## config.mk

```make
export PLATFORM = sky130hd
export DESIGN_NAME = exc_vector_unit
export DESIGN_NICKNAME = d
export VERILOG_FILES = /design/src/rtl/excPkg.sv /design/src/rtl/excCtrl.sv /design/src/rtl/excState.sv /design/src/rtl/exc_vector_unit.sv
export SDC_FILE = /design/constraint.sdc
export NUM_CORES = 1
export LEC_CHECK = 0
export ABC_AREA = 0
export BUFFER_PORTS_ARGS = -buffer_cell sky130_fd_sc_hd__buf_4
export CAP_MARGIN = 20
export CORE_MARGIN = 4
export CORE_UTILIZATION = 42
export CTS_BUF_LIST = sky130_fd_sc_hd__clkbuf_4 sky130_fd_sc_hd__clkbuf_8 sky130_fd_sc_hd__clkbuf_16
export CTS_CLUSTER_DIAMETER = 80
export CTS_CLUSTER_SIZE = 24
export DETAILED_ROUTE_END_ITERATION = 6
export HOLD_SLACK_MARGIN = 0.08
export PLACE_DENSITY = 0.82
export REMOVE_ABC_BUFFERS = 1
export SLEW_MARGIN = 20
export SYNTH_ARGS = -nofsm -noshare
export SYNTH_HDL_FRONTEND = slang
export SYNTH_SLANG_ARGS = --single-unit
```

## constraint.sdc

```tcl
create_clock -name clk -period 1.7 [get_ports clk]
set_input_delay 0.17 -clock clk [delete_from_list [all_inputs] [get_ports clk]]
set_output_delay 0.17 -clock clk [all_outputs]
set_load 0.02 [all_outputs]
```

## src/rtl/excPkg.sv

```systemverilog
package excPkg;

  typedef enum logic [2:0] {
    CAUSE_NONE    = 3'd0,
    CAUSE_BUS     = 3'd1,
    CAUSE_ALIGN   = 3'd2,
    CAUSE_ILLEGAL = 3'd3,
    CAUSE_TRAP    = 3'd4,
    CAUSE_SYSCALL = 3'd5,
    CAUSE_TICK    = 3'd6
  } excCause_e;

  // strobes from control to datapath
  typedef struct packed {
    logic      take;
    logic      ret;
    logic      wrStatus;
    logic      saveNext;
    excCause_e cause;
  } excStrobe_t;

  function automatic logic [31:0] vectorOf(excCause_e c);
    case (c)
      CAUSE_BUS:     vectorOf = 32'h0000_0200;
      CAUSE_TICK:    vectorOf = 32'h0000_0500;
      CAUSE_ALIGN:   vectorOf = 32'h0000_0600;
      CAUSE_ILLEGAL: vectorOf = 32'h0000_0700;
      CAUSE_SYSCALL: vectorOf = 32'h0000_0C00;
      CAUSE_TRAP:    vectorOf = 32'h0000_0E00;
      default:       vectorOf = 32'h0000_0000;
    endcase
  endfunction

endpackage

```

## src/rtl/excCtrl.sv

```systemverilog
module excCtrl
  import excPkg::*;
#(
  parameter int AW = 32,
  parameter int NREG = 3,
  parameter logic [NREG*AW-1:0] REG_BASE = {32'h0400_0000, 32'h0200_0000, 32'h0000_0000},
  parameter logic [NREG*AW-1:0] REG_LAST = {32'h0400_7FFF, 32'h0200_0FFF, 32'h0002_FFFF}
) (
  input  logic          clk,
  input  logic          rstN,
  input  logic          memValid,
  input  logic [AW-1:0] memAddr,
  input  logic [1:0]    memSize,
  input  logic          illegalInstr,
  input  logic          trapReq,
  input  logic          sysCall,
  input  logic          tickIrq,
  input  logic          eretReq,
  input  logic          statusWe,
  output excStrobe_t    strobe
);

  logic [NREG-1:0] regionHit;
  logic            busErr;
  logic            misAlign;
  excCause_e       cause;

  // one comparator pair per populated region
  for (genvar g = 0; g < NREG; g++) begin : gRegion
    assign regionHit[g] = (memAddr >= REG_BASE[g*AW +: AW]) &&
                          (memAddr <= REG_LAST[g*AW +: AW]);
  end

  assign busErr   = memValid && !(|regionHit);
  assign misAlign = memValid &&
                    (((memSize == 2'b01) && memAddr[0]) ||
                     (memSize[1] && (memAddr[1:0] != 2'b00)));

  always_comb begin
    if (busErr)            cause = CAUSE_BUS;
    else if (misAlign)     cause = CAUSE_ALIGN;
    else if (illegalInstr) cause = CAUSE_ILLEGAL;
    else if (trapReq)      cause = CAUSE_TRAP;
    else if (sysCall)      cause = CAUSE_SYSCALL;
    else if (tickIrq)      cause = CAUSE_TICK;
    else                   cause = CAUSE_NONE;
  end

  always_comb begin
    strobe.cause    = cause;
    strobe.take     = (cause != CAUSE_NONE);
    strobe.ret      = eretReq && (cause == CAUSE_NONE);
    strobe.wrStatus = statusWe && !eretReq && (cause == CAUSE_NONE);
    strobe.saveNext = (cause == CAUSE_SYSCALL);
  end


  word_misalign_chk: assert property (@(posedge clk) disable iff (!rstN)
    (memValid && memSize == 2'b10 && memAddr[1:0] != 2'b00) |-> strobe.take);


  idle_bus_chk: assert property (@(posedge clk) disable iff (!rstN)
    (!memValid && !illegalInstr && !trapReq && !sysCall && !tickIrq) |-> !strobe.take);


  strobe_excl_chk: assert property (@(posedge clk) disable iff (!rstN)
    $onehot0({strobe.take, strobe.ret, strobe.wrStatus}));

endmodule

```

## src/rtl/excState.sv

```systemverilog
module excState
  import excPkg::*;
#(
  parameter int PW = 32,
  parameter int SW = 8
) (
  input  logic          clk,
  input  logic          rstN,
  input  excStrobe_t    strobe,
  input  logic [PW-1:0] curPc,
  input  logic [PW-1:0] nextPc,
  input  logic [SW-1:0] statusWdata,
  output logic          pcLoad,
  output logic [PW-1:0] pcOut,
  output logic          excTaken,
  output logic [2:0]    excCause,
  output logic [SW-1:0] status,
  output logic [PW-1:0] epc,
  output logic [SW-1:0] esr
);

  localparam logic [SW-1:0] SUP_MASK = SW'(1);

  always_ff @(posedge clk) begin
    if (!rstN) begin
      pcLoad   <= 1'b0;
      pcOut    <= '0;
      excTaken <= 1'b0;
      excCause <= 3'd0;
      status   <= SUP_MASK;
      epc      <= '0;
      esr      <= '0;
    end else begin
      pcLoad   <= strobe.take || strobe.ret;
      excTaken <= strobe.take;
      excCause <= strobe.cause;
      if (strobe.take) begin
        epc    <= strobe.saveNext ? nextPc : curPc;
        esr    <= status;
        status <= status | SUP_MASK;
        pcOut  <= PW'(vectorOf(strobe.cause));
      end else if (strobe.ret) begin
        status <= esr;
        pcOut  <= epc;
      end else if (strobe.wrStatus) begin
        status <= statusWdata;
      end
    end
  end


  enter_super_chk: assert property (@(posedge clk) disable iff (!rstN)
    strobe.take |=> (status[0] && pcLoad && excTaken));


  restore_chk: assert property (@(posedge clk) disable iff (!rstN)
    strobe.ret |=> (status == $past(esr) && pcOut == $past(epc) && !excTaken));


  shadow_hold_chk: assert property (@(posedge clk) disable iff (!rstN)
    !strobe.take |=> ($stable(epc) && $stable(esr)));

endmodule

```

## src/rtl/exc_vector_unit.sv

```systemverilog
module exc_vector_unit
  import excPkg::*;
#(
  parameter int PW = 32,
  parameter int SW = 8
) (
  input  logic          clk,
  input  logic          rstN,
  input  logic          memValid,
  input  logic [PW-1:0] memAddr,
  input  logic [1:0]    memSize,
  input  logic          illegalInstr,
  input  logic          trapReq,
  input  logic          sysCall,
  input  logic          tickIrq,
  input  logic          eretReq,
  input  logic          statusWe,
  input  logic [SW-1:0] statusWdata,
  input  logic [PW-1:0] curPc,
  input  logic [PW-1:0] nextPc,
  output logic          pcLoad,
  output logic [PW-1:0] pcOut,
  output logic          excTaken,
  output logic [2:0]    excCause,
  output logic [SW-1:0] status,
  output logic [PW-1:0] epc,
  output logic [SW-1:0] esr
);

  excStrobe_t strobe;

  excCtrl #(.AW(PW)) i_ctrl (
    .clk(clk), .rstN(rstN),
    .memValid(memValid), .memAddr(memAddr), .memSize(memSize),
    .illegalInstr(illegalInstr), .trapReq(trapReq), .sysCall(sysCall),
    .tickIrq(tickIrq), .eretReq(eretReq), .statusWe(statusWe),
    .strobe(strobe)
  );

  excState #(.PW(PW), .SW(SW)) i_state (
    .clk(clk), .rstN(rstN), .strobe(strobe),
    .curPc(curPc), .nextPc(nextPc), .statusWdata(statusWdata),
    .pcLoad(pcLoad), .pcOut(pcOut), .excTaken(excTaken), .excCause(excCause),
    .status(status), .epc(epc), .esr(esr)
  );

endmodule

```

==> load_flow_metrics.sql, run 1 <==
INSERT INTO impl_metrics (metric_group, metric, value, unit) VALUES
('clock_network', 'number_of_buffers_inserted_during_clock_tree_synthesis', '9', ''),
('synth', 'synth_largest_area_cell', 'sky130_fd_sc_hd__dfxtp_1', ''),
('floorplanning', 'top_level_ports', '200', ''),
('synth', 'synth_commonest_cells', 'sky130_fd_sc_hd__dfxtp_1, sky130_fd_sc_hd__inv_1, sky130_fd_sc_hd__nor2_1', ''),
('floorplanning', 'start_util', '0.438', ''),
('cells_and_area', 'nFillCells', '742', ''),
('timing', 'max_freq', '603', 'MHz'),
('synth', 'postSynthRegisterBits', '85', ''),
('placement', 'placer_congestion', '0.807', ''),
('floorplanning', 'die_width', '107', 'microns'),
('synth', 'average_cell_area_after_synthesis', '8.82', 'sq um'),
('synth', 'synth_top_area_frac', '0.413', ''),
('floorplanning', 'chipHeight', '107', 'microns'),
('min_path', 'hp-class', 'input pin to flop', ''),
('timing', 'holdWs', '0.0913', 'ns'),
('floorplanning', 'die_footprint', '0.0115', 'sq mm'),
('cells_and_area', 'multi_input_comb_area', '0.00202', 'sq mm'),
('min_path', 'worst_hold_path.num_cells', '2', ''),
('setup_path', 'cp.required', '1.99', 'ns'),
('floorplanning', 'rows', '35', ''),
('setup_path', 'worst_setup_path_end_kind', 'flop', ''),
('setup_path', 'critical_path_arrival', '1.95', 'ns'),
('global_routing', 'grt_first_pass_wirelength', '22.6', 'mm'),
('power_and_ir_drop', 'worst_ir_drop_vdd', '442', 'uV'),
('cells_and_area', 'drive_gt1_frac', '0.368', ''),
('status', 'outcome', 'finished, final reports clean', ''),
('setup_path', 'timing.critical_path.depth', '8', ''),
('job', 'cap_viol_max_count', '0', ''),
('placement', 'hpwl', '10.2', 'mm'),
('clock_network', 'clock_sink_count', '85', ''),
('setup_path', 'reg2regPathDepth', '3', ''),
('synth', 'synthMostInstantiatedCell', 'sky130_fd_sc_hd__dfxtp_1', ''),
('placement', 'place.port_buffers', '189', ''),
('synth', 'fraction_of_the_yosys_area_taken_by_sequential_cells', '0.413', ''),
('synth', 'synthArstFlopShare', '0', ''),
('timing', 'rsz0062_at_grt', 'yes', ''),
('clock_network', 'cts_htree_levels', '3', ''),
('synth', 'synth_enable_flop_cells', '0', ''),
('timing', 'setup_tns', '0', 'ns'),
('routing', 'firstDrtPassIters', '5', ''),
('clock_network', 'worstSkewPairLatency', '0.36', 'ns'),
('setup_path', 'critical-path-top-delay-family', 'simple AND/OR/NAND/NOR gates', ''),
('setup_path', 'critPathMaxStageDelay', '0.52', 'ns'),
('setup_path', 'start_kind', 'input pin', ''),
('clock_network', 'tritoncts_clock_tree', 'done', ''),
('global_routing', 'grt_antenna_before_repair', '0', ''),
('synth', 'netlist-cell-type-count', '36', ''),
('timing', 'layout_min_cycle_time', '1.66', 'ns'),
('timing', 'worst-slew-pin-transition', '0.394', 'ns'),
('power_and_ir_drop', 'leakage_power_total', '2.65', 'nW'),
('routing', 'drc', '0', ''),
('routing', 'vias', '4573', ''),
('timing', 'clock-skew-final', '0.00929', 'ns'),
('setup_path', 'critical_path.slowest_cell', 'sky130_fd_sc_hd__or4_1', ''),
('setup_path', 'path_cells', 'buf_4 -> or4_1 -> o21ai_1 -> and4b_2 -> buf_12 -> o221a_2 -> buf_12 -> o2111a_1', ''),
('synth', 'synth_ff_type', 'sky130_fd_sc_hd__dfxtp_1', ''),
('setup_path', 'worst-path-buf-inv', '3', ''),
('global_routing', 'global_route.usage.total', '0.244', ''),
('clock_network', 'clk_path_buf_depth', '2', ''),
('setup_path', 'worstPathMaxFanout', '19', ''),
('routing', 'drt_iter0_drc', '218', ''),
('synth', 'number_of_instances_in_the_synthesized_netlist', '467', ''),
('timing', 'final-setup-viol-count', '0', ''),
('power_and_ir_drop', 'pwr_density_cell', '698', 'mW/mm^2'),
('timing', 'timing.final.max_slew_violations', '0', ''),
('cells_and_area', 'num-nets-final', '773', ''),
('global_routing', 'globalRouteOverflowTotal', '0', ''),
('setup_path', 'critPathMostFrequentCell', 'sky130_fd_sc_hd__buf_12', ''),
('floorplanning', 'design.core.area', '0.00942', 'sq mm'),
('routing', 'antenna_viol_nets_final', '0', ''),
('timing', 'final-hold-violation-count', '0', '');
kinds of logic (layout without fill, tap and decap cells):
group                  after synthesis  count (layout)  synth area share
AO/OA/AOI/OAI                      134             134             0.263
AND/OR/NAND/NOR                    113             113             0.131
flip-flops                          85              85             0.413
multiplexers                        38              38            0.0923
buffers and inverters               97             293             0.101
layout make-up:
type                    count  share of cell area
clock buffers              10              0.0225
clock inverters             6             0.00756
inverters                  43              0.0264
multi-input cells         285               0.330
flip-flops and latches     85               0.278
well taps                 129              0.0264
repair buffers            234               0.309
path summary, 6_finish.rpt:
path / start / to / slack, ns
worst max-delay path: memAddr[16] / i_state.epc[13] / 0.04
worst min-delay path: curPc[30] / i_state.epc[30] / 0.09
worst min register to register: i_state.status[7] / i_state.esr[7] / 0.49
worst max register to register: i_state.epc[8] / i_state.epc[8] / 0.59
report_power, final:
part	internal (W)	leakage, nW	switching [W]
Sequential	0.00206	0.697	0.0000557
Combinational	0.000403	1.87	0.000411
Clock	0.000578	0.0889	0.000770
Total	0.00304	2.65	0.00124
metal layers:
layer | track usage | vias to the layer above | wire [microns]
li1 | - | 2126 | -
met1 | 0.306 | 2181 | 5780
met2 | 0.407 | 240 | 6960
met3 | 0.0644 | 26 | 1120
met4 | 0.0785 | 0 | 265
met5 | 0 | - | 0
repair_timing:
action,CTS,global route
buffers inserted,0,2
hold buffers,8,5
endpoints found under the hold margin,8,5
endpoints found under the setup margin,0,26
gates resized for setup,0,1
per-stage QoR:
| step | power, W | area (sq um) | setup WS (ns) | std cells | utilization |
|---|---|---|---|---|---|
| after global placement | 0.00292 | 5790 | -0.287 | 761 | 0.615 |
| after floorplan | 0.00244 | 3870 | -2.00 | 413 | - |
| after CTS | 0.00429 | 6050 | 0.0458 | 785 | 0.643 |
| final | 0.00428 | 6120 | 0.0405 | 792 | 0.650 |
| after global routing | 0.00446 | 6120 | -0.0230 | 792 | 0.650 |
| after detailed placement | 0.00295 | 5790 | -0.331 | 761 | 0.615 |
state kept, by name, indices dropped and copies added (netlist names):
name and cells:
i_state.epc 32, i_state.esr 8, i_state.excCause 3, i_state.excTaken 1, i_state.pcLoad 1, i_state.pcOut 32, i_state.status 8
cells in the final DEF (no fill, tap or decap), types with 13 or more instances in the layout:
cell type / count
sky130_fd_sc_hd__o2111ai_1: 32
sky130_fd_sc_hd__dlygate4sd3_1: 13
sky130_fd_sc_hd__buf_4: 212
sky130_fd_sc_hd__o21ai_0: 38
sky130_fd_sc_hd__nor4_1: 35
sky130_fd_sc_hd__nand2_1: 28
sky130_fd_sc_hd__mux2i_1: 38
sky130_fd_sc_hd__inv_1: 42
sky130_fd_sc_hd__dfxtp_1: 85
sky130_fd_sc_hd__o2111a_1: 32
sky130_fd_sc_hd__nor2_1: 40
Note: power is estimated with default switching activity, not from simulation.
==> run 2: changes to the inputs <==
--- a/config.mk
+++ b/config.mk
@@ -8,6 +8,5 @@
 export ABC_AREA = 0
-export BUFFER_PORTS_ARGS = -buffer_cell sky130_fd_sc_hd__buf_4
 export CAP_MARGIN = 20
 export CORE_MARGIN = 4
-export CORE_UTILIZATION = 42
+export CORE_UTILIZATION = 45
 export CTS_BUF_LIST = sky130_fd_sc_hd__clkbuf_4 sky130_fd_sc_hd__clkbuf_8 sky130_fd_sc_hd__clkbuf_16
@@ -16,4 +15,5 @@
 export DETAILED_ROUTE_END_ITERATION = 6
+export DONT_BUFFER_PORTS = 1
 export HOLD_SLACK_MARGIN = 0.08
-export PLACE_DENSITY = 0.82
+export PLACE_DENSITY = 0.67
 export REMOVE_ABC_BUFFERS = 1
==> constraint.sdc (replaced) <==
create_clock -name clk -period 1.7 [get_ports clk]
set_input_delay 0.085 -clock clk [delete_from_list [all_inputs] [get_ports clk]]
set_output_delay 0.085 -clock clk [all_outputs]
set_load 0.02 [all_outputs]
==> run 2 against run 1 <==
  * Clock power is 9.6% higher
  * Sequential cell count stayed put
  * Final area is 13% lower
  * Clock skew is 0.0027 ns higher
  * Sequential share of layout area is 4.2 points higher
  * Utilization is 4.5 points lower
  * Highest routed layer unchanged
==> load_flow_metrics.sql, run 2 (synthesis results as in run 1) <==
INSERT INTO impl_metrics (metric_group, metric, value, unit) VALUES
('setup_path', 'cp.required', '1.95', 'ns'),
('routing', 'drt_iter0_drc', '342', ''),
('routing', 'vias_per_cell', '6.35', ''),
('global_routing', 'maximum_number_of_pins_on_one_net_before_global_route_repair', '63', ''),
('timing', 'final-setup-viol-count', '0', ''),
('clock_network', 'cts_htree_levels', '3', ''),
('cells_and_area', 'finalCoreUtilization', '0.605', ''),
('job', 'cap_viol_max_count', '0', ''),
('floorplanning', 'top_level_ports', '200', ''),
('global_routing', 'first_global_vias', '4190', ''),
('clock_network', 'tritoncts_clock_tree', 'done', ''),
('cells_and_area', 'num-nets-final', '642', ''),
('routing', 'wl_final', '14.1', 'mm'),
('timing', 'setup_slack', '0.133', 'ns'),
('clock_network', 'cts.clk_slew.worst_paths', '0.09', 'ns'),
('power_and_ir_drop', 'pwr_density_cell', '798', 'mW/mm^2'),
('clock_network', 'worstSkewPairLatency', '0.36', 'ns'),
('routing', 'drc', '0', ''),
('routing', 'drt-wirelength-per-cell', '22.0', 'microns'),
('routing', 'vias', '4066', ''),
('timing', 'slew-limit-headroom', '0.725', ''),
('timing', 'final-hold-violation-count', '0', ''),
('cells_and_area', 'drive_gt1_frac', '0.0865', ''),
('clock_network', 'number_of_buffers_inserted_during_clock_tree_synthesis', '9', ''),
('floorplanning', 'die_width', '104', 'microns'),
('timing', 'worst-slew-pin-transition', '0.413', 'ns'),
('placement', 'place.port_buffers', '0', ''),
('timing', 'rsz0062_at_grt', 'no', ''),
('cells_and_area', 'layout_common_cells', 'sky130_fd_sc_hd__dfxtp_1, sky130_fd_sc_hd__dlygate4sd3_1, sky130_fd_sc_hd__inv_1', ''),
('floorplanning', 'start_util', '0.468', ''),
('routing', 'antenna_viol_nets_final', '0', ''),
('status', 'outcome', 'finished, final reports clean', ''),
('placement', 'placer_congestion', '0.736', ''),
('floorplanning', 'chipHeight', '104', 'microns'),
('setup_path', 'worstPathMaxFanout', '32', ''),
('setup_path', 'setup.worst_path.class', 'input pin to flop', ''),
('global_routing', 'globalRouteOverflowTotal', '0', ''),
('floorplanning', 'rows', '34', ''),
('setup_path', 'start_kind', 'input pin', ''),
('timing', 'timing.final.max_slew_violations', '0', ''),
('setup_path', 'worst_setup_path_end_kind', 'flop', ''),
('clock_network', 'clk_path_buf_depth', '2', ''),
('power_and_ir_drop', 'leakage_power_total', '1.96', 'nW'),
('global_routing', 'global_route.usage.total', '0.254', ''),
('min_path', 'hp-class', 'input pin to flop', ''),
('timing', 'clock-skew-final', '0.0120', 'ns'),
('timing', 'fin_crit_sh', '0.922', ''),
('floorplanning', 'die_footprint', '0.0108', 'sq mm'),
('timing', 'setup_tns', '0', 'ns'),
('routing', 'firstDrtPassIters', '5', ''),
('placement', 'place_ws', '-0.119', 'ns'),
('power_and_ir_drop', 'worst_ir_drop_vdd', '533', 'uV'),
('timing', 'layout_min_cycle_time', '1.57', 'ns'),
('cells_and_area', 'reg.largest.list', 'i_state.epc (32), i_state.pcOut (32)', ''),
('clock_network', 'clock-root-buffer', 'sky130_fd_sc_hd__clkbuf_8', ''),
('global_routing', 'grt_antenna_before_repair', '0', ''),
('floorplanning', 'design.core.area', '0.00881', 'sq mm'),
('cells_and_area', 'num_antenna_cells', '0', ''),
('cells_and_area', 'area_growth', '29.3', '%'),
('cells_and_area', 'layout.cells.most_common', 'sky130_fd_sc_hd__dfxtp_1', ''),
('clock_network', 'clock_sink_count', '85', ''),
('setup_path', 'critical_path_arrival', '1.82', 'ns'),
('global_routing', 'grt_first_pass_wirelength', '22.4', 'mm'),
('timing', 'max_freq', '638', 'MHz'),
('placement', 'hpwl', '8.19', 'mm');
[run 2: routing by layer]
layer,track usage,vias to the layer above,part of all wire
li1,-,1856,-
met1,0.304,1918,0.40
met2,0.415,269,0.47
met3,0.0958,23,0.11
met4,0.0978,0,0.022
met5,0,-,0
[run 2: timing repair]
item / CTS / global route
hold buffers: 86 / 0
resized for setup: 0 / 2
endpoints found under the setup margin: 0 / 2
hold endpoints to repair: 85 / 0
setup buffers: 0 / 0
[run 2: power breakdown]
part | switching, W | internal, W | total [W] | leakage, nW
logic | 0.000284 | 0.000281 | 0.000565 | 1.16
clock network | 0.000731 | 0.000749 | 0.00148 | 0.103
registers | 0.000149 | 0.00206 | 0.00221 | 0.697
[run 2: final timing paths]
kind | startpoint | endpoint | slack (ns) | cells after the start
hold / removal | sysCall | i_state.pcOut[8] | 0.09 | 4
hold reg to reg | i_state.status[3] | i_state.esr[3] | 0.58 | 2
setup reg to reg | i_state.epc[11] | i_state.pcOut[11] | 0.15 | 5
setup / recovery | trapReq | i_state.epc[13] | 0.13 | 7
[run 2: worst max-delay path, stage by stage]
cell and delay, ns:
sky130_fd_sc_hd__dlygate4sd3_1 0.58, sky130_fd_sc_hd__nor2_1 0.20, sky130_fd_sc_hd__nand2_1 0.11, sky130_fd_sc_hd__buf_4 0.27
sky130_fd_sc_hd__nor4_1 0.26, sky130_fd_sc_hd__o21ai_0 0.15, sky130_fd_sc_hd__o2111a_1 0.15
[run 2: layout make-up]
cell class                      instances  area (sq um)
Timing Repair Buffer                  103          1110
Sequential cell                        85          1700
Tap cell                              108           135
Fill cell                             716          3480
Inverter                               43           161
Clock inverter                          4          47.5
Clock buffer                           12           153
Multi-Input combinational cell        285          2020
[run 2: stage by stage]
stage	power [W]	hold slack (ns)	cell area (sq um)	instances
2_1_floorplan	0.00244	0.203	3870	413
3_3_place_gp	0.00254	0.224	4210	538
3_5_place_dp	0.00255	0.226	4210	538
4_1_cts	0.00427	0.0825	5330	640
5_1_grt	0.00442	0.101	5330	640
6_report	0.00425	0.0944	5330	640
==> run 3: changes to the inputs <==
- CTS_BUF_LIST: sky130_fd_sc_hd__clkbuf_4 sky130_fd_sc_hd__clkbuf_8 sky130_fd_sc_hd__clkbuf_16 -> sky130_fd_sc_hd__clkbuf_8
- SLEW_MARGIN: 20 -> not set
==> run 3 against run 2 <==
  * First-iteration DRC count rose by 1.5%
  * Sequential cell count did not move
  * Critical path depth fell by 2
  * Non-clock buffer count did not move
  * Die area did not move
  * Largest power group unchanged
==> load_flow_metrics.sql, run 3 (synthesis results as in run 1) <==
INSERT INTO impl_metrics (metric_group, metric, value, unit) VALUES
('setup_path', 'cp.required', '1.96', 'ns'),
('setup_path', 'worstPathMaxFanout', '2', ''),
('routing', 'vias_per_cell', '6.34', ''),
('setup_path', 'critPathMaxStageDelay', '0.56', 'ns'),
('placement', 'placer_congestion', '0.736', ''),
('setup_path', 'critical-path-top-delay-family', 'buffers and inverters', ''),
('timing', 'max_freq', '643', 'MHz'),
('power_and_ir_drop', 'pwr_density_cell', '789', 'mW/mm^2'),
('routing', 'firstDrtPassIters', '4', ''),
('timing', 'final-hold-violation-count', '0', ''),
('global_routing', 'globalRouteOverflowTotal', '0', ''),
('cells_and_area', 'num-nets-final', '642', ''),
('floorplanning', 'die_width', '104', 'microns'),
('clock_network', 'worstSkewPairLatency', '0.36', 'ns'),
('floorplanning', 'rows', '34', ''),
('setup_path', 'worst_setup_path_end_kind', 'flop', ''),
('power_and_ir_drop', 'power.internal', '0.00304', 'W'),
('clock_network', 'number_of_buffers_inserted_during_clock_tree_synthesis', '9', ''),
('cells_and_area', 'layout_common_cells', 'sky130_fd_sc_hd__dfxtp_1, sky130_fd_sc_hd__dlygate4sd3_1, sky130_fd_sc_hd__inv_1', ''),
('setup_path', 'setup.worst_path.class', 'flop to flop', ''),
('power_and_ir_drop', 'p_sw_frac', '0.275', ''),
('status', 'outcome', 'finished, final reports clean', ''),
('timing', 'setup_slack', '0.144', 'ns'),
('floorplanning', 'chipHeight', '104', 'microns'),
('placement', 'hpwl', '8.19', 'mm'),
('routing', 'vias', '4056', ''),
('placement', 'place.port_buffers', '0', ''),
('global_routing', 'global_route.usage.total', '0.253', ''),
('routing', 'drc', '0', ''),
('min_path', 'hold_path_end', 'i_state.pcOut[9]', ''),
('global_routing', 'maximum_number_of_pins_on_one_net_before_global_route_repair', '63', ''),
('cells_and_area', 'reg.largest.list', 'i_state.epc (32), i_state.pcOut (32)', ''),
('clock_network', 'cts.clk_slew.worst_paths', '0.08', 'ns'),
('timing', 'timing.final.max_slew_violations', '0', ''),
('power_and_ir_drop', 'worst_ir_drop_vdd', '547', 'uV'),
('cells_and_area', 'drive_gt1_frac', '0.0827', ''),
('global_routing', 'grt_antenna_before_repair', '0', ''),
('routing', 'wl_final', '13.9', 'mm'),
('clock_network', 'clk_path_buf_depth', '2', ''),
('setup_path', 'reg2regPathDepth', '5', ''),
('cells_and_area', 'area_growth', '29.1', '%'),
('setup_path', 'reg2reg_from', 'i_state.epc[11]', ''),
('power_and_ir_drop', 'power.share.sequential', '0.526', ''),
('timing', 'final-setup-viol-count', '0', ''),
('setup_path', 'worst-path-buf-inv', '2', ''),
('global_routing', 'grt_first_pass_wirelength', '22.3', 'mm'),
('setup_path', 'path_cells', 'inv_1 -> a21oi_1 -> o31ai_1 -> dlygate4sd3_1 -> a211oi_1', ''),
('timing', 'layout_min_cycle_time', '1.56', 'ns'),
('timing', 'worst-slew-pin-transition', '0.406', 'ns'),
('power_and_ir_drop', 'p_sw', '0.00115', 'W'),
('power_and_ir_drop', 'leakage_power_total', '1.96', 'nW'),
('routing', 'antenna_viol_nets_final', '0', ''),
('min_path', 'hp-class', 'input pin to flop', ''),
('job', 'cap_viol_max_count', '0', ''),
('placement', 'post-place-cells', '538', ''),
('cells_and_area', 'num_antenna_cells', '0', ''),
('timing', 'holdWs', '0.106', 'ns'),
('setup_path', 'critical_path_arrival', '1.82', 'ns'),
('setup_path', 'critical_path.slowest_cell', 'sky130_fd_sc_hd__dlygate4sd3_1', ''),
('clock_network', 'tritoncts_clock_tree', 'done', ''),
('setup_path', 'start_kind', 'flop', ''),
('placement', 'place_ws', '-0.119', 'ns'),
('clock_network', 'clock_sink_count', '85', ''),
('floorplanning', 'die_footprint', '0.0108', 'sq mm'),
('timing', 'fin_crit_sh', '0.915', ''),
('timing', 'rsz0062_at_grt', 'no', ''),
('power_and_ir_drop', 'share_comb_of_total_power', '0.134', ''),
('global_routing', 'first_global_vias', '4150', ''),
('timing', 'clock-skew-final', '0.0114', 'ns'),
('floorplanning', 'design.core.area', '0.00881', 'sq mm'),
('timing', 'slew-limit-headroom', '0.727', ''),
('cells_and_area', 'finish.cell_count_without_fillers', '640', ''),
('clock_network', 'cts_htree_levels', '3', ''),
('cells_and_area', 'layout.cells.most_common', 'sky130_fd_sc_hd__dfxtp_1', ''),
('routing', 'drt_iter0_drc', '347', ''),
('power_and_ir_drop', 'fraction_of_power_consumed_by_the_clock_network', '0.340', ''),
('setup_path', 'rr_endpoint', 'i_state.pcOut[11]', ''),
('min_path', 'hold_path.startpoint', 'trapReq', ''),
('setup_path', 'ff2ff_setup_slack', '0.14', 'ns'),
('clock_network', 'clock-root-buffer', 'sky130_fd_sc_hd__clkbuf_8', ''),
('floorplanning', 'top_level_ports', '200', ''),
('clock_network', 'cts.repair_timing.setup_buffer_count', '0', ''),
('routing', 'drt-wirelength-per-cell', '21.8', 'microns'),
('min_path', 'worst_hold_path.num_cells', '4', ''),
('cells_and_area', 'nFillCells', '710', ''),
('floorplanning', 'start_util', '0.468', '');
==> run 3: cell type report <==
cell class,instances,area [sq um],share of cell area
clock buffers,10,138,0.0259
clock inverters,6,55.1,0.0103
multi-input cells,285,2020,0.380
repair buffers,103,1110,0.208
well taps,108,135,0.0254
flip-flops and latches,85,1700,0.320
inverters,43,161,0.0303
==> run 3: metal layers <==
metal	up-vias	global-route usage	part of all wire
met5	-	0	0
li1	1860	-	-
met3	30	0.0945	0.11
met1	1927	0.303	0.40
met4	0	0.0978	0.025
met2	239	0.414	0.47
==> run 3: timing repair <==
action | CTS | global route
endpoints found under the setup margin | 0 | 2
gates resized for setup | 0 | 2
endpoints found under the hold margin | 85 | 0
hold buffers | 86 | 0
==> run 3: worst max path at each step <==
| stage | end | cells past startpoint | slack [ns] | from |
|---|---|---|---|---|
| 6_report | i_state.pcOut[11] | 5 | 0.14 | i_state.epc[11] |
| 2_1_floorplan | i_state.epc[0] | 5 | -1.92 | memSize[0] |
| 4_1_cts | i_state.pcOut[11] | 5 | 0.07 | i_state.epc[11] |
| 3_3_place_gp | i_state.epc[15] | 6 | -0.1 | memAddr[16] |
| 3_5_place_dp | i_state.epc[22] | 6 | -0.12 | memAddr[16] |
| 5_1_grt | i_state.pcOut[11] | 5 | 0.05 | i_state.epc[11] |
==> run 3: tightest hold or removal path, stage by stage <==
cell                      delay [ns]
sky130_fd_sc_hd__nor3_2         0.04
sky130_fd_sc_hd__buf_4          0.13
sky130_fd_sc_hd__o41ai_1        0.05
sky130_fd_sc_hd__o31a_1         0.12
==> run 3: power by group through the flow <==
stage / Clock (W) / Sequential [W] / Combinational, W
finish: 0.00143 / 0.00221 / 0.000563
global route: 0.00155 / 0.00222 / 0.000606
CTS: 0.00146 / 0.00221 / 0.000554
detailed placement: 0 / 0.00225 / 0.000297
global placement: 0 / 0.00225 / 0.000287
floorplan: 0 / 0.00223 / 0.000212
==> run 3: stage by stage <==
step	cell area [sq um]	power (W)	TNS (ns)	util
after floorplan	3870	0.00244	-129.52	-
after global placement	4210	0.00254	-3.63	0.478
after detailed placement	4210	0.00255	-3.69	0.478
after CTS	5320	0.00422	0	0.604
after global routing	5320	0.00437	0	0.604
final	5320	0.00420	0	0.604
